<file path="config.mk">
export PLATFORM = sky130hd
export DESIGN_NAME = mbox_ring_engine
export DESIGN_NICKNAME = d
export VERILOG_FILES = /design/src/rtl/mbox_pkg.sv /design/src/rtl/mbox_ring_idx.sv /design/src/rtl/mbox_irq_flag.sv /design/src/rtl/mbox_ring_engine.sv
export SDC_FILE = /design/constraint.sdc
export NUM_CORES = 1
export LEC_CHECK = 0
export ABC_AREA = 1
export BUFFER_PORTS_ARGS = -buffer_cell sky130_fd_sc_hd__buf_2
export CORE_MARGIN = 2
export CORE_UTILIZATION = 30
export CTS_BUF_LIST = sky130_fd_sc_hd__clkbuf_4 sky130_fd_sc_hd__clkbuf_8
export DETAILED_ROUTE_END_ITERATION = 12
export GPL_TIMING_DRIVEN = 0
export HOLD_SLACK_MARGIN = 0.02
export PLACE_DENSITY = 0.59
export SYNTH_ARGS = -nofsm -noshare
export SYNTH_HDL_FRONTEND = slang
export SYNTH_SLANG_ARGS = --single-unit
</file>
<file path="constraint.sdc">
create_clock -name clk_i -period 3.8 [get_ports clk_i]
set_clock_uncertainty 0.2 [all_clocks]
set_input_delay 0.19 -clock clk_i [delete_from_list [all_inputs] [get_ports clk_i]]
set_output_delay 0.19 -clock clk_i [all_outputs]
set_load 0.005 [all_outputs]
</file>
<file path="src/rtl/mbox_pkg.sv">
package mbox_pkg;
  localparam int PTR_W = 24;

  localparam logic [7:0] CMD_FREE  = 8'h00;
  localparam logic [7:0] CMD_START = 8'h01;
  localparam logic [7:0] CMD_ABORT = 8'h02;

  typedef enum logic [3:0] {
    S_IDLE,
    S_OB_CMD,
    S_OB_P0,
    S_OB_P1,
    S_OB_P2,
    S_DISP,
    S_OB_FREE,
    S_IB_CHK,
    S_IB_P0,
    S_IB_P1,
    S_IB_P2,
    S_IB_ST
  } mbox_state_e;
endpackage

</file>
<file path="src/rtl/mbox_ring_idx.sv">
module mbox_ring_idx #(
  parameter int IDX_W = 8
) (
  input  logic             clk_i,
  input  logic             rst_ni,
  input  logic             clr_i,
  input  logic             adv_i,
  input  logic [IDX_W-1:0] last_i,
  output logic [IDX_W-1:0] idx_o
);
  always_ff @(posedge clk_i or negedge rst_ni) begin
    if (!rst_ni)       idx_o <= '0;
    else if (clr_i)    idx_o <= '0;
    else if (adv_i)    idx_o <= (idx_o == last_i) ? '0 : idx_o + IDX_W'(1);
  end
endmodule

</file>
<file path="src/rtl/mbox_irq_flag.sv">
module mbox_irq_flag (
  input  logic clk_i,
  input  logic rst_ni,
  input  logic set_i,
  input  logic clr_i,
  output logic flag_o
);
  always_ff @(posedge clk_i or negedge rst_ni) begin
    if (!rst_ni)     flag_o <= 1'b0;
    else if (set_i)  flag_o <= 1'b1;
    else if (clr_i)  flag_o <= 1'b0;
  end
endmodule

</file>
<file path="src/rtl/mbox_ring_engine.sv">
module mbox_ring_engine
  import mbox_pkg::*;
#(
  parameter int ADDR_W = 24,
  parameter int IDX_W  = 8
) (
  input  logic                clk_i,
  input  logic                rst_ni,
  input  logic                init_i,
  input  logic [ADDR_W-1:0]   init_base_i,
  input  logic [IDX_W-1:0]    init_count_i,
  input  logic                start_i,
  output logic                mem_req_o,
  output logic                mem_we_o,
  output logic [ADDR_W-1:0]   mem_addr_o,
  output logic [7:0]          mem_wdata_o,
  input  logic                mem_ack_i,
  input  logic [7:0]          mem_rdata_i,
  output logic                exec_valid_o,
  input  logic                exec_ready_i,
  output logic                exec_abort_o,
  output logic [PTR_W-1:0]    exec_ptr_o,
  input  logic                done_valid_i,
  output logic                done_ready_o,
  input  logic [7:0]          done_status_i,
  input  logic [PTR_W-1:0]    done_ptr_i,
  output logic                irq_o,
  input  logic                irq_clr_i
);
  localparam int OFF_W = IDX_W + 3;

  mbox_state_e       state_q;
  logic [ADDR_W-1:0] base_q;
  logic [IDX_W-1:0]  cnt_q;
  logic              scan_pend_q;
  logic              ib_busy_q;
  logic [7:0]        cmd_q;
  logic [PTR_W-1:0]  ptr_q;

  logic [IDX_W-1:0]  ob_idx, ib_idx, last_idx, idx_sel;
  logic              ob_adv, ib_adv;
  logic              ib_sel;
  logic [1:0]        byte_sel;
  logic              rd_live;
  logic [IDX_W+1:0]  ring_off;
  logic [OFF_W-1:0]  off_sum;

  assign last_idx = cnt_q - IDX_W'(1);
  assign rd_live  = (mem_rdata_i == CMD_START) || (mem_rdata_i == CMD_ABORT);
  assign ob_adv   = (state_q == S_OB_FREE) && mem_ack_i;
  assign ib_adv   = (state_q == S_IB_ST) && mem_ack_i;

  mbox_ring_idx #(.IDX_W(IDX_W)) u_ob_idx (
    .clk_i, .rst_ni, .clr_i(init_i), .adv_i(ob_adv), .last_i(last_idx), .idx_o(ob_idx)
  );

  mbox_ring_idx #(.IDX_W(IDX_W)) u_ib_idx (
    .clk_i, .rst_ni, .clr_i(init_i), .adv_i(ib_adv), .last_i(last_idx), .idx_o(ib_idx)
  );

  mbox_irq_flag u_irq (
    .clk_i, .rst_ni, .set_i(ib_adv), .clr_i(irq_clr_i), .flag_o(irq_o)
  );

  always_ff @(posedge clk_i or negedge rst_ni) begin
    if (!rst_ni) begin
      state_q     <= S_IDLE;
      base_q      <= '0;
      cnt_q       <= IDX_W'(1);
      scan_pend_q <= 1'b0;
      ib_busy_q   <= 1'b0;
      cmd_q       <= CMD_FREE;
      ptr_q       <= '0;
    end else if (init_i) begin
      state_q     <= S_IDLE;
      base_q      <= init_base_i;
      cnt_q       <= init_count_i;
      scan_pend_q <= 1'b0;
      ib_busy_q   <= 1'b0;
    end else begin
      if (start_i)
        scan_pend_q <= 1'b1;
      else if (state_q == S_OB_CMD && mem_ack_i && !rd_live)
        scan_pend_q <= 1'b0;

      case (state_q)
        S_IDLE: begin
          // a blocked completion yields one entry slot to a waiting scan
          if (done_valid_i && !(ib_busy_q && scan_pend_q)) begin
            state_q <= S_IB_CHK;
          end else if (scan_pend_q) begin
            state_q   <= S_OB_CMD;
            ib_busy_q <= 1'b0;
          end
        end
        S_OB_CMD: if (mem_ack_i) begin
          cmd_q   <= mem_rdata_i;
          state_q <= rd_live ? S_OB_P0 : S_IDLE;
        end
        S_OB_P0: if (mem_ack_i) begin
          ptr_q[23:16] <= mem_rdata_i;
          state_q      <= S_OB_P1;
        end
        S_OB_P1: if (mem_ack_i) begin
          ptr_q[15:8] <= mem_rdata_i;
          state_q     <= S_OB_P2;
        end
        S_OB_P2: if (mem_ack_i) begin
          ptr_q[7:0] <= mem_rdata_i;
          state_q    <= S_DISP;
        end
        S_DISP:    if (exec_ready_i) state_q <= S_OB_FREE;
        S_OB_FREE: if (mem_ack_i)    state_q <= S_IDLE;
        S_IB_CHK: if (mem_ack_i) begin
          if (mem_rdata_i == CMD_FREE) begin
            state_q <= S_IB_P0;
          end else begin
            ib_busy_q <= 1'b1;
            state_q   <= S_IDLE;
          end
        end
        S_IB_P0: if (mem_ack_i) state_q <= S_IB_P1;
        S_IB_P1: if (mem_ack_i) state_q <= S_IB_P2;
        S_IB_P2: if (mem_ack_i) state_q <= S_IB_ST;
        S_IB_ST: if (mem_ack_i) begin
          ib_busy_q <= 1'b0;
          state_q   <= S_IDLE;
        end
        default: state_q <= S_IDLE;
      endcase
    end
  end

  always_comb begin
    mem_req_o   = 1'b1;
    mem_we_o    = 1'b0;
    mem_wdata_o = 8'h00;
    ib_sel      = 1'b0;
    byte_sel    = 2'd0;
    case (state_q)
      S_OB_CMD:  byte_sel = 2'd0;
      S_OB_P0:   byte_sel = 2'd1;
      S_OB_P1:   byte_sel = 2'd2;
      S_OB_P2:   byte_sel = 2'd3;
      S_OB_FREE: begin mem_we_o = 1'b1; mem_wdata_o = CMD_FREE; end
      S_IB_CHK:  ib_sel = 1'b1;
      S_IB_P0:   begin ib_sel = 1'b1; byte_sel = 2'd1; mem_we_o = 1'b1; mem_wdata_o = done_ptr_i[23:16]; end
      S_IB_P1:   begin ib_sel = 1'b1; byte_sel = 2'd2; mem_we_o = 1'b1; mem_wdata_o = done_ptr_i[15:8]; end
      S_IB_P2:   begin ib_sel = 1'b1; byte_sel = 2'd3; mem_we_o = 1'b1; mem_wdata_o = done_ptr_i[7:0]; end
      S_IB_ST:   begin ib_sel = 1'b1; mem_we_o = 1'b1; mem_wdata_o = done_status_i; end
      default:   mem_req_o = 1'b0;
    endcase
  end

  assign idx_sel    = ib_sel ? ib_idx : ob_idx;
  assign ring_off   = ib_sel ? {cnt_q, 2'b00} : '0;
  assign off_sum    = OFF_W'(ring_off) + OFF_W'({idx_sel, 2'b00}) + OFF_W'(byte_sel);
  assign mem_addr_o = base_q + ADDR_W'(off_sum);

  assign exec_valid_o = (state_q == S_DISP);
  assign exec_abort_o = (cmd_q == CMD_ABORT);
  assign exec_ptr_o   = ptr_q;
  assign done_ready_o = ib_adv;
endmodule

</file>
; Word-level counts from Yosys, hierarchy flattened
; Cells that the tools add are included.
[word_totals]
out_inout_bits = 62
regBits = 87
elab_cells = 120
in_bits = 80
[classes]
bitwise = 1
eq_ne = 31
n_addsub = 6
n_reduce_logical = 29
n_mux = 41
[ops]
columns = operator, n
row1 = $mux W4, 14
row2 = $mux W8, 7
row3 = $pmux W4 S11, 1
row4 = $ne A3 B3 Y1 const B, 12
row5 = $pmux W8 S4, 1
row6 = $add A24 B11 Y24, 1
row7 = $add A8 B1 Y8 const B, 2
row8 = $eq A4 B3 Y1 const B, 4
row9 = $eq A4 B4 Y1 const B, 4
row10 = $eq A8 B2 Y1 const B, 2
row11 = $eq A8 B8 Y1, 2
row12 = $mux W1, 14
row13 = $reduce_and A3 Y1, 4
row14 = $add A10 B10 Y11, 1
row15 = $add A11 B2 Y11, 1
row16 = $reduce_and A11 Y1, 1
row17 = $mux W10, 1
row18 = $reduce_or A10 Y1, 1
row19 = $reduce_or A5 Y1, 2
row20 = $eq A4 B2 Y1 const B, 2
row21 = $eq A8 B1 Y1 const B, 1
row22 = $logic_not A8 Y1, 1
row23 = $reduce_or A2 Y1, 4
row24 = $sub A8 B1 Y8 const B, 1
row25 = 16 further kinds, 24

; Depth between registers and ports, before layout
; Gate-level depths: netlist of the first run.
[depth]
ltp_word = 7
ltp_mapped = 25
depth_no_buf = 24

; Hierarchy
; Synthesis of the first run repeated with hierarchy kept, for this count alone.
[hier_totals]
hier_cells = 895
hier_area_um2 = 6123.4
[modules_own_cells]
columns = mod, instances, cells_per_inst, seq_area_each_um2, area_each_um2
row1 = mbox_ring_engine, 1, 731, 1752.9, 4917.2
row2 = mbox_ring_idx at u_ob_idx, 1, 79, 200.2, 595.6
row3 = mbox_ring_idx at u_ib_idx, 1, 80, 200.2, 570.5
row4 = mbox_irq_flag, 1, 5, 25.0, 40.0

; Least setup slack after synthesis of the first run
; No wires, ideal clock.
[synth_timing]
path_kind = register -> output
start = reg state_q[1]
end = out mem_addr_o[23]
required_time_ns = 3.410
n_path_buf = 2
setup_slack_ns = -0.232
path_stages_with_launch = 25
arrival_time_ns = 3.642
cell_sequence = dfrtp_1 -> buf_4 -> nand2_4 -> nor2_4 -> nor2_1 -> buf_2 -> nand2_1 -> o21ai_0 -> ha_1 -> inv_1 -> fa_1 -> o21ai_0 -> nand2_1 -> nand2_1 -> a21oi_1 -> xor2_1 -> inv_1 -> ha_1 -> nand2_1 -> nor2_2 -> a21boi_1 -> nor2_1 -> a21oi_1 -> nand2_1 -> xor2_1
[synth_between]
elab_chain_len = 7
elab_cells_between_ends = 19
classes_between = add/sub: 3 / eq/ne: 8 / mux: 4 / reduce/logical: 4
[synth_rtl]
columns = item, line
row1 = "start, declared", mbox_ring_engine.sv:32  ; mbox_state_e state_q;
row2 = "start signal, assigned", mbox_ring_engine.sv:98  ; state_q <= rd_live ? S_OB_P0 : S_IDLE;
row3 = $eq A4 B4 Y1 or $eq A4 B3 Y1 (tied branches), mbox_ring_engine.sv:140  ; case (state_q)
row4 = $reduce_or A5 Y1 (no line), n/a
row5 = $mux W1, mbox_ring_engine.sv:140
row6 = $mux W10 or $mux W8 (tied branches), "mbox_ring_engine.sv:156, mbox_ring_engine.sv:155"
row7 = $add A10 B10 Y11, mbox_ring_engine.sv:157  ; assign off_sum = OFF_W'(ring_off) + OFF_W'({idx_sel, 2'b00}) + OFF_W'(byte_sel);
row8 = $add A11 B2 Y11 *, mbox_ring_engine.sv:157
row9 = $add A24 B11 Y24 *, mbox_ring_engine.sv:158  ; assign mem_addr_o = base_q + ADDR_W'(off_sum);
row10 = "end, declared", mbox_ring_engine.sv:15  ; output logic [ADDR_W-1:0] mem_addr_o,
; Every way passes the cells marked *; elsewhere a longest branch is shown, timed or not.

; Final worst setup path of the first run
[layout_timing]
start = reg state_q[3]
end = out mem_addr_o[21]
; Same word-level chain as after synthesis.

==> results of run 1 <==
cell usage in the layout, fill, tap and decap left out, types with 3 or more instances in the layout:
| cell | n |
|---|---|
| a21oi_1 | 15 |
| a21oi_2 | 12 |
| a21oi_4 | 5 |
| buf_2 | 144 |
| buf_4 | 36 |
| buf_6 | 10 |
| clkbuf_1 | 9 |
| clkbuf_8 | 10 |
| dfrtp_1 | 83 |
| dfrtp_2 | 3 |
| dlygate4sd3_1 | 45 |
| ha_1 | 15 |
| ha_4 | 7 |
| inv_1 | 74 |
| inv_2 | 11 |
| inv_4 | 3 |
| inv_6 | 3 |
| nand2_1 | 221 |
| nand2_2 | 12 |
| nand2_4 | 8 |
| nand3_1 | 51 |
| nand3_2 | 3 |
| nand3b_1 | 4 |
| nand4_1 | 20 |
| nor2_1 | 48 |
| nor2_2 | 4 |
| nor2_4 | 10 |
| nor3_1 | 11 |
| nor4_1 | 4 |
| o21ai_0 | 57 |
| o21ai_1 | 14 |
| o21ai_2 | 15 |
| o21ai_4 | 4 |
| o22ai_1 | 4 |
| xnor2_1 | 4 |
| xor2_1 | 32 |
metal layers:
metal | GRT usage | wire (microns)
met5 | 0 | 0
met4 | 0.0490 | 350
met3 | 0.0413 | 1060
met2 | 0.307 | 9180
met1 | 0.235 | 8180
Yosys cell counts (2+ instances only):
cell type / number / area share
a21boi_0: 2 / 0.0026
a21oi_1: 28 / 0.024
a21oi_2: 3 / 0.0045
buf_2: 7 / 0.0060
buf_4: 2 / 0.0026
buf_6: 3 / 0.0058
clkbuf_1: 9 / 0.0058
dfrtp_1: 86 / 0.37
fa_1: 2 / 0.0068
ha_1: 23 / 0.049
inv_1: 77 / 0.049
inv_2: 10 / 0.0064
nand2_1: 232 / 0.15
nand2_2: 5 / 0.0053
nand2_4: 5 / 0.0096
nand3_1: 52 / 0.044
nand3_2: 2 / 0.0034
nand3b_1: 4 / 0.0051
nand4_1: 20 / 0.021
nor2_1: 52 / 0.033
nor2_2: 3 / 0.0032
nor2_4: 7 / 0.013
nor3_1: 11 / 0.0094
nor3_2: 2 / 0.0034
nor4_1: 4 / 0.0043
o211ai_1: 2 / 0.0026
o21ai_0: 70 / 0.060
o21ai_1: 9 / 0.0077
o21ai_2: 10 / 0.015
o22ai_1: 4 / 0.0043
xnor2_1: 6 / 0.0089
xor2_1: 33 / 0.049
registers in the layout, indices dropped and copies added (netlist names):
signal          flops
cmd_q               8
u_ob_idx.idx_o      8
base_q             24
state_q             4
u_irq.flag_o        1
scan_pend_q         1
exec_ptr_o         24
u_ib_idx.idx_o      8
cnt_q               8
ib_busy_q           1
metrics by stage:
step	power, mW	hold slack (ns)	area, sq um	util
floorplan	1.83	-0.306	5900	-
global placement	2.22	0.184	6930	0.359
detailed placement	2.23	-0.0945	6960	0.360
CTS	3.04	0.0420	8060	0.417
global route	3.28	0.0575	8270	0.428
finish	3.05	0.0341	8270	0.428
power groups by stage:
stage	clock network (mW)	logic (mW)	registers [mW]
global route	0.737	1.27	1.27
finish	0.676	1.13	1.25
detailed placement	0	0.977	1.25
CTS	0.692	1.10	1.24
floorplan	0	0.584	1.25
global placement	0	0.961	1.25
worst max-delay path by stage:
stage	from	to	slack, ns	cells after the start
CTS	state_q[3]	mem_addr_o[23]	-0.53	25
floorplan	state_q[3]	mem_addr_o[21]	0.02	23
finish	state_q[3]	mem_addr_o[21]	-0.63	24
global route	state_q[2]	mem_addr_o[17]	-0.88	24
global placement	state_q[3]	mem_addr_o[21]	-0.68	23
detailed placement	state_q[3]	mem_addr_o[21]	-0.69	23
worst reg2reg max path, cell delays in order, from the launching register on:
cell     delay [ns]
dfstp_2        0.62
inv_2          0.11
ha_1           0.20
buf_2          0.16
inv_1          0.08
nand2_1        0.07
nand2_1        0.09
xor2_1         0.07
nor3_2         0.21
nand3_2        0.15
nand2_2        0.18
a21oi_1        0.09
cell families after synthesis:
| logic type | count (synthesis) |
|---|---|
| XOR/XNOR | 39 |
| AND/OR/NAND/NOR | 401 |
| buffers and inverters | 109 |
| adder cells (fa/ha/maj) | 25 |
| flip-flops | 87 |
| AO/OA/AOI/OAI | 134 |
timing repair:
| item | in CTS | in global routing |
|---|---|---|
| buffers inserted | 28 | 9 |
| pin swaps | 27 | 35 |
| hold buffers | 45 | 0 |
| resized for setup | 64 | 31 |
| endpoints found under the hold margin | 148 | 0 |
| setup endpoints to repair | 20 | 20 |
layout make-up:
| class | count | area (sq um) |
|---|---|---|
| well taps | 265 | 332 |
| clock buffers | 10 | 138 |
| inverters | 88 | 338 |
| plain buffers | 21 | 140 |
| fillers | 1933 | 11100 |
| diodes | 1 | 2.50 |
| flip-flops and latches | 87 | 2180 |
| repair buffers | 224 | 1480 |
| multi-input cells | 599 | 3610 |
| clock inverters | 6 | 57.6 |
==> impl_metrics.toml, run 1 <==
[run_status]
status = "complete, but fails checks"
violations = "negative setup slack"

[floorplanning]
die_w_microns = 144
start_util = 0.304
dieArea_sq_mm = 0.0207
rows = 51
die_y_microns = 144
coreArea_sq_mm = 0.0193
io_pins = 142

[min_path]
hp-class = "input pin to async pin"

[cts]
cts_buffers = 9
h-tree-depth = 3
clock_path_buffers = 2
cts_sinks = 87
cts_root_buf = "clkbuf_8"
clkSlewWorstSetupHoldPaths_ns = 0.10
tritoncts = "built"
insertion_delay_ns = 0.38

[pwr]
p_sw_mw = 1.16
power.density_mw_per_mm2 = 369
leakagePower_nw = 4.13
combPwrFrac = 0.369
netSwitchingFraction = 0.381
p_clk_frac = 0.222
seqPwrFrac = 0.409
internal-power_mw = 1.89
max-vdd-ir-drop_mv = 0.280

[critical_path]
path_delay_family = "simple AND/OR/NAND/NOR gates"
cpMaxStageDelayCell = "dfrtp_2"
setup.worst_path.class = "flip-flop to output pin"
critPathRequiredTime_ns = 3.41
arrival_ns = 4.04
worst-path-buf-inv = 3
end_kind = "output pin"
worstPathMaxFanout = 5
path_common_cell = "nand2_1"
crit_chain = "inv_4 -> nand2_8 -> nor2_4 -> nor2_4 -> buf_4 -> nand2_1 -> o21ai_0 -> ha_1 -> nand2_1 -> o21ai_2 -> nand2_1 -> nand2_2 -> a21oi_2 -> nor2_1 -> o21ai_1 -> nand2_1 -> ha_4 -> nand2_4 -> nor2_1 -> nand4_1 -> o21ai_2 -> nand3_1 -> xor2_1 -> buf_2"
r2r_start = "cnt_q[0]"
r2r_setup_slack_ns = 1.45
rr_worst_depth = 11
max_stage_delay_ns = 0.45
r2r-end = "u_ob_idx.idx_o[4]"
start_kind = "flip-flop"

[timing]
rsz0062_at_grt = "true"
tns_ns = -8.04
finalMaxSlewViolations = 0
fin_crit_ns = 4.43
worst_pin_slew_ns = 0.693
max_freq_mhz = 226
setup_slack_ns = -0.628
setup_viol = 18
hold_viol = 0
timing.final.crit_share = 1.17
relSlewSlack = 0.538

[yosys]
synth_ff_type = "dfrtp_1"
syn_avg_cell_area_sq_um = 7.39
synthesis.instances = 795
async_flop_share = 1.00
synth_top_family_by_area = "simple AND/OR/NAND/NOR gates"
synth_xor_area_frac = 0.0582
yosysWarnings = 0
synth-compound-area-share = 0.132
synth_simple_gate_area_frac = 0.307
synth_fa_ha_area_frac = 0.0558
ys_seq_elements = 87
seq_area_frac_synth = 0.371
netlist-cell-type-count = 42
synth_nets = 900
synth-edff-count = 0
netlist_area_sq_mm = 0.00587
synth_mux_area_frac = 0

[placement]
gp_congestion = 0.855
post-place-cells = 1202
portBuffers = 141
place_ws_ns = -0.692
dp_hpwl_microns = 13500

[global_routing]
antenna_found_initial = 1
grt_pass1_vias = 5989
grt_pass1_wl_microns = 30000
grt_max_degree = 69
grt_usage = 0.182
gr-total-overflow = 0

[run]
maxCapViolations = 0

[cells_and_area]
drive_gt1_frac = 0.306
nNetsFinal = 1135
syn2layout_area_growth_pct = 40.9
layout.cells.non_filler = 1301

[route]
via_per_inst = 4.74
drc_errors = 0
vias = 6164
wl_microns = 18800
wl_per_cell_microns = 14.4
drt_pass1_iterations = 5
drt-initial-drc-count = 338
postRouteAntennaNets = 0
(Power assumes the default switching activity.)
==> run 2, diff against run 1 <==
--- a/config.mk
+++ b/config.mk
@@ -5,7 +5,6 @@
 export SDC_FILE = /design/constraint.sdc
 export NUM_CORES = 1
 export LEC_CHECK = 0
-export ABC_AREA = 1
 export BUFFER_PORTS_ARGS = -buffer_cell sky130_fd_sc_hd__buf_2
 export CORE_MARGIN = 2
 export CORE_UTILIZATION = 30
@@ -13,7 +12,8 @@
 export DETAILED_ROUTE_END_ITERATION = 12
 export GPL_TIMING_DRIVEN = 0
 export HOLD_SLACK_MARGIN = 0.02
-export PLACE_DENSITY = 0.59
+export PLACE_DENSITY = 0.58
+export SLEW_MARGIN = 20
 export SYNTH_ARGS = -nofsm -noshare
 export SYNTH_HDL_FRONTEND = slang
 export SYNTH_SLANG_ARGS = --single-unit
==> impl_metrics.toml, run 2 <==
[run_status]
status = "complete, but fails checks"
violations = "negative setup slack"

[pwr]
max-vdd-ir-drop_mv = 0.285
power.density_mw_per_mm2 = 394
leakagePower_nw = 3.71

[timing]
worst_pin_slew_ns = 0.826
tns_ns = -14.92
finalMaxSlewViolations = 0
hold_viol = 0
setup_slack_ns = -1.05
setup_viol = 18
relSlewSlack = 0.450
fin_crit_ns = 4.85
max_freq_mhz = 206
whs_ns = 0.0366
rsz0062_at_grt = "true"
timing.final.crit_share = 1.28

[cts]
insertion_delay_ns = 0.39
h-tree-depth = 3
cts_buffers = 9
clock_path_buffers = 2
cts_root_buf = "clkbuf_8"
clkSlewWorstSetupHoldPaths_ns = 0.11
cts_sinks = 87
tritoncts = "built"

[route]
drc_errors = 0
wl_microns = 17600
via_per_inst = 4.95
drt-initial-drc-count = 232
drt_pass1_iterations = 4
postRouteAntennaNets = 0
vias = 5439
wl_per_cell_microns = 16.0

[critical_path]
r2r-end = "u_ob_idx.idx_o[5]"
critPathRequiredTime_ns = 3.41
max_stage_delay_ns = 0.51
worstPathMaxFanout = 5
rr_worst_depth = 8
path_common_cell = "ha_1"
end_kind = "output pin"
r2r_setup_slack_ns = 1.04
worst-path-buf-inv = 3
path_delay_family = "simple AND/OR/NAND/NOR gates"
cpMaxStageDelayCell = "or4b_4"
crit_chain = "and2b_2 -> nand3_4 -> nand2_8 -> clkbuf_16 -> mux2i_4 -> inv_1 -> ha_1 -> a21o_1 -> a21oi_2 -> nor2b_1 -> o21a_1 -> o41ai_2 -> xnor2_1 -> ha_1 -> nand4_1 -> o21ai_4 -> or4b_4 -> o311ai_4 -> buf_2"
arrival_ns = 4.46
start_kind = "flip-flop"
setup.worst_path.class = "flip-flop to output pin"
r2r_start = "cnt_q[0]"

[global_routing]
antenna_found_initial = 0
grt_max_degree = 67
grt_usage = 0.166
grt_pass1_wl_microns = 28700
grt_pass1_vias = 5559
gr-total-overflow = 0

[floorplanning]
io_pins = 142
rows = 52
die_y_microns = 147
dieArea_sq_mm = 0.0216
die_w_microns = 147
coreArea_sq_mm = 0.0201
start_util = 0.305

[min_path]
hp-class = "input pin to async pin"

[placement]
gp_congestion = 0.811
portBuffers = 140
post-place-cells = 1020
dp_hpwl_microns = 12600

[yosys]
synth_area_leader_cell = "dfrtp_1"
synth_nets = 714
netlist_area_sq_mm = 0.00612
ys_seq_elements = 87
yosys.cell_count.top_type = "dfrtp_1"
synth_ff_type = "dfrtp_1"
netlist-cell-type-count = 78
synthesis.instances = 609
synth_area_leaders = "dfrtp_1 (35%), mux2_2 (11%), ha_1 (4.7%)"
synth_common_cells = "dfrtp_1 (86), mux2_2 (60), nand2_1 (51)"
syn_avg_cell_area_sq_um = 10.1
yosysWarnings = 0
async_flop_share = 1.00
seq_area_frac_synth = 0.356
synth-edff-count = 0
synth_top_area_frac = 0.351

[cells_and_area]
final_cell_mix = "buf_2 (143), dfrtp_1 (85), mux2_2 (60)"
layout.cells.non_filler = 1099
utilization = 0.413
nNetsFinal = 929
layout_commonest_cell = "buf_2"
diodes = 0
nFillCells = 1984
drive_gt1_frac = 0.405
syn2layout_area_growth_pct = 35.7

[run]
maxCapViolations = 0
## run 2: changes by cell type after synthesis, sizes merged, moves of 15 or more
cell	change
nor2	-17
nand2	-191
nor2b	+15
xnor2	+19
nand3	-39
inv	-59
mux2	+60
o21ai	-56
xor2	-16
## run 2: power breakdown
| part | internal [mW] | leakage [nW] | switching (mW) | total, mW |
|---|---|---|---|---|
| Sequential | 1.14 | 1.09 | 0.130 | 1.27 |
| Clock | 0.271 | 0.100 | 0.403 | 0.674 |
| Combinational | 0.706 | 2.52 | 0.629 | 1.33 |
| Total | 2.11 | 3.71 | 1.16 | 3.27 |
## run 2: final cells by class
type / count / area (sq um) / area share
repair buffers: 205 / 1340 / 0.161
clock inverters: 6 / 55.1 / 0.00662
inverters: 29 / 109 / 0.0131
multi-input cells: 462 / 3980 / 0.478
flip-flops and latches: 87 / 2180 / 0.262
clock buffers: 10 / 138 / 0.0166
plain buffers: 30 / 183 / 0.0220
well taps: 270 / 338 / 0.0406
## run 2: routing by layer
layer	routed length, microns	GRT usage	up-vias
li1	-	-	2634
met1	8130	0.217	2661
met2	8490	0.280	122
met3	677	0.0286	22
met4	303	0.0553	0
met5	0	0	-
## run 2: worst max-delay path by stage
stage / startpoint / endpoint / slack [ns] / depth (start not counted)
CTS: state_q[3] / mem_addr_o[17] / -1.11 / 20
global placement: state_q[3] / mem_addr_o[13] / -1.22 / 19
detailed placement: state_q[3] / mem_addr_o[13] / -1.23 / 19
floorplan: state_q[3] / mem_addr_o[23] / -0.37 / 20
global route: state_q[3] / mem_addr_o[13] / -1.26 / 19
finish: state_q[3] / mem_addr_o[13] / -1.05 / 19
## run 2: cell families (layout without fill, tap and decap cells)
kind of cell	after synthesis	in the layout	share of synthesized area
compound gates	120	120	0.151
xor+xnor	48	48	0.0821
fa+ha+maj	26	26	0.0552
buf+inv	60	280	0.0407
flops	87	87	0.356
mux	72	72	0.146
simple gates	196	196	0.169
## run 2: stage by stage
step	setup slack [ns]	cell area, sq um	power (mW)
after CTS	-1.11	8200	3.29
after global routing	-1.26	8310	3.48
after global placement	-1.22	7280	2.49
after detailed placement	-1.23	7310	2.50
final	-1.05	8310	3.27
after floorplan	-0.369	6240	2.06
## run 2: repair_timing
| item | 4_1_cts | 5_1_grt |
|---|---|---|
| hold endpoints to repair | 153 | 0 |
| pin swaps | 12 | 18 |
| hold buffers | 44 | 0 |
| gates resized for setup | 31 | 26 |
| cloned | 2 | 0 |
| endpoints found under the setup margin | 20 | 20 |
| setup buffers | 14 | 4 |
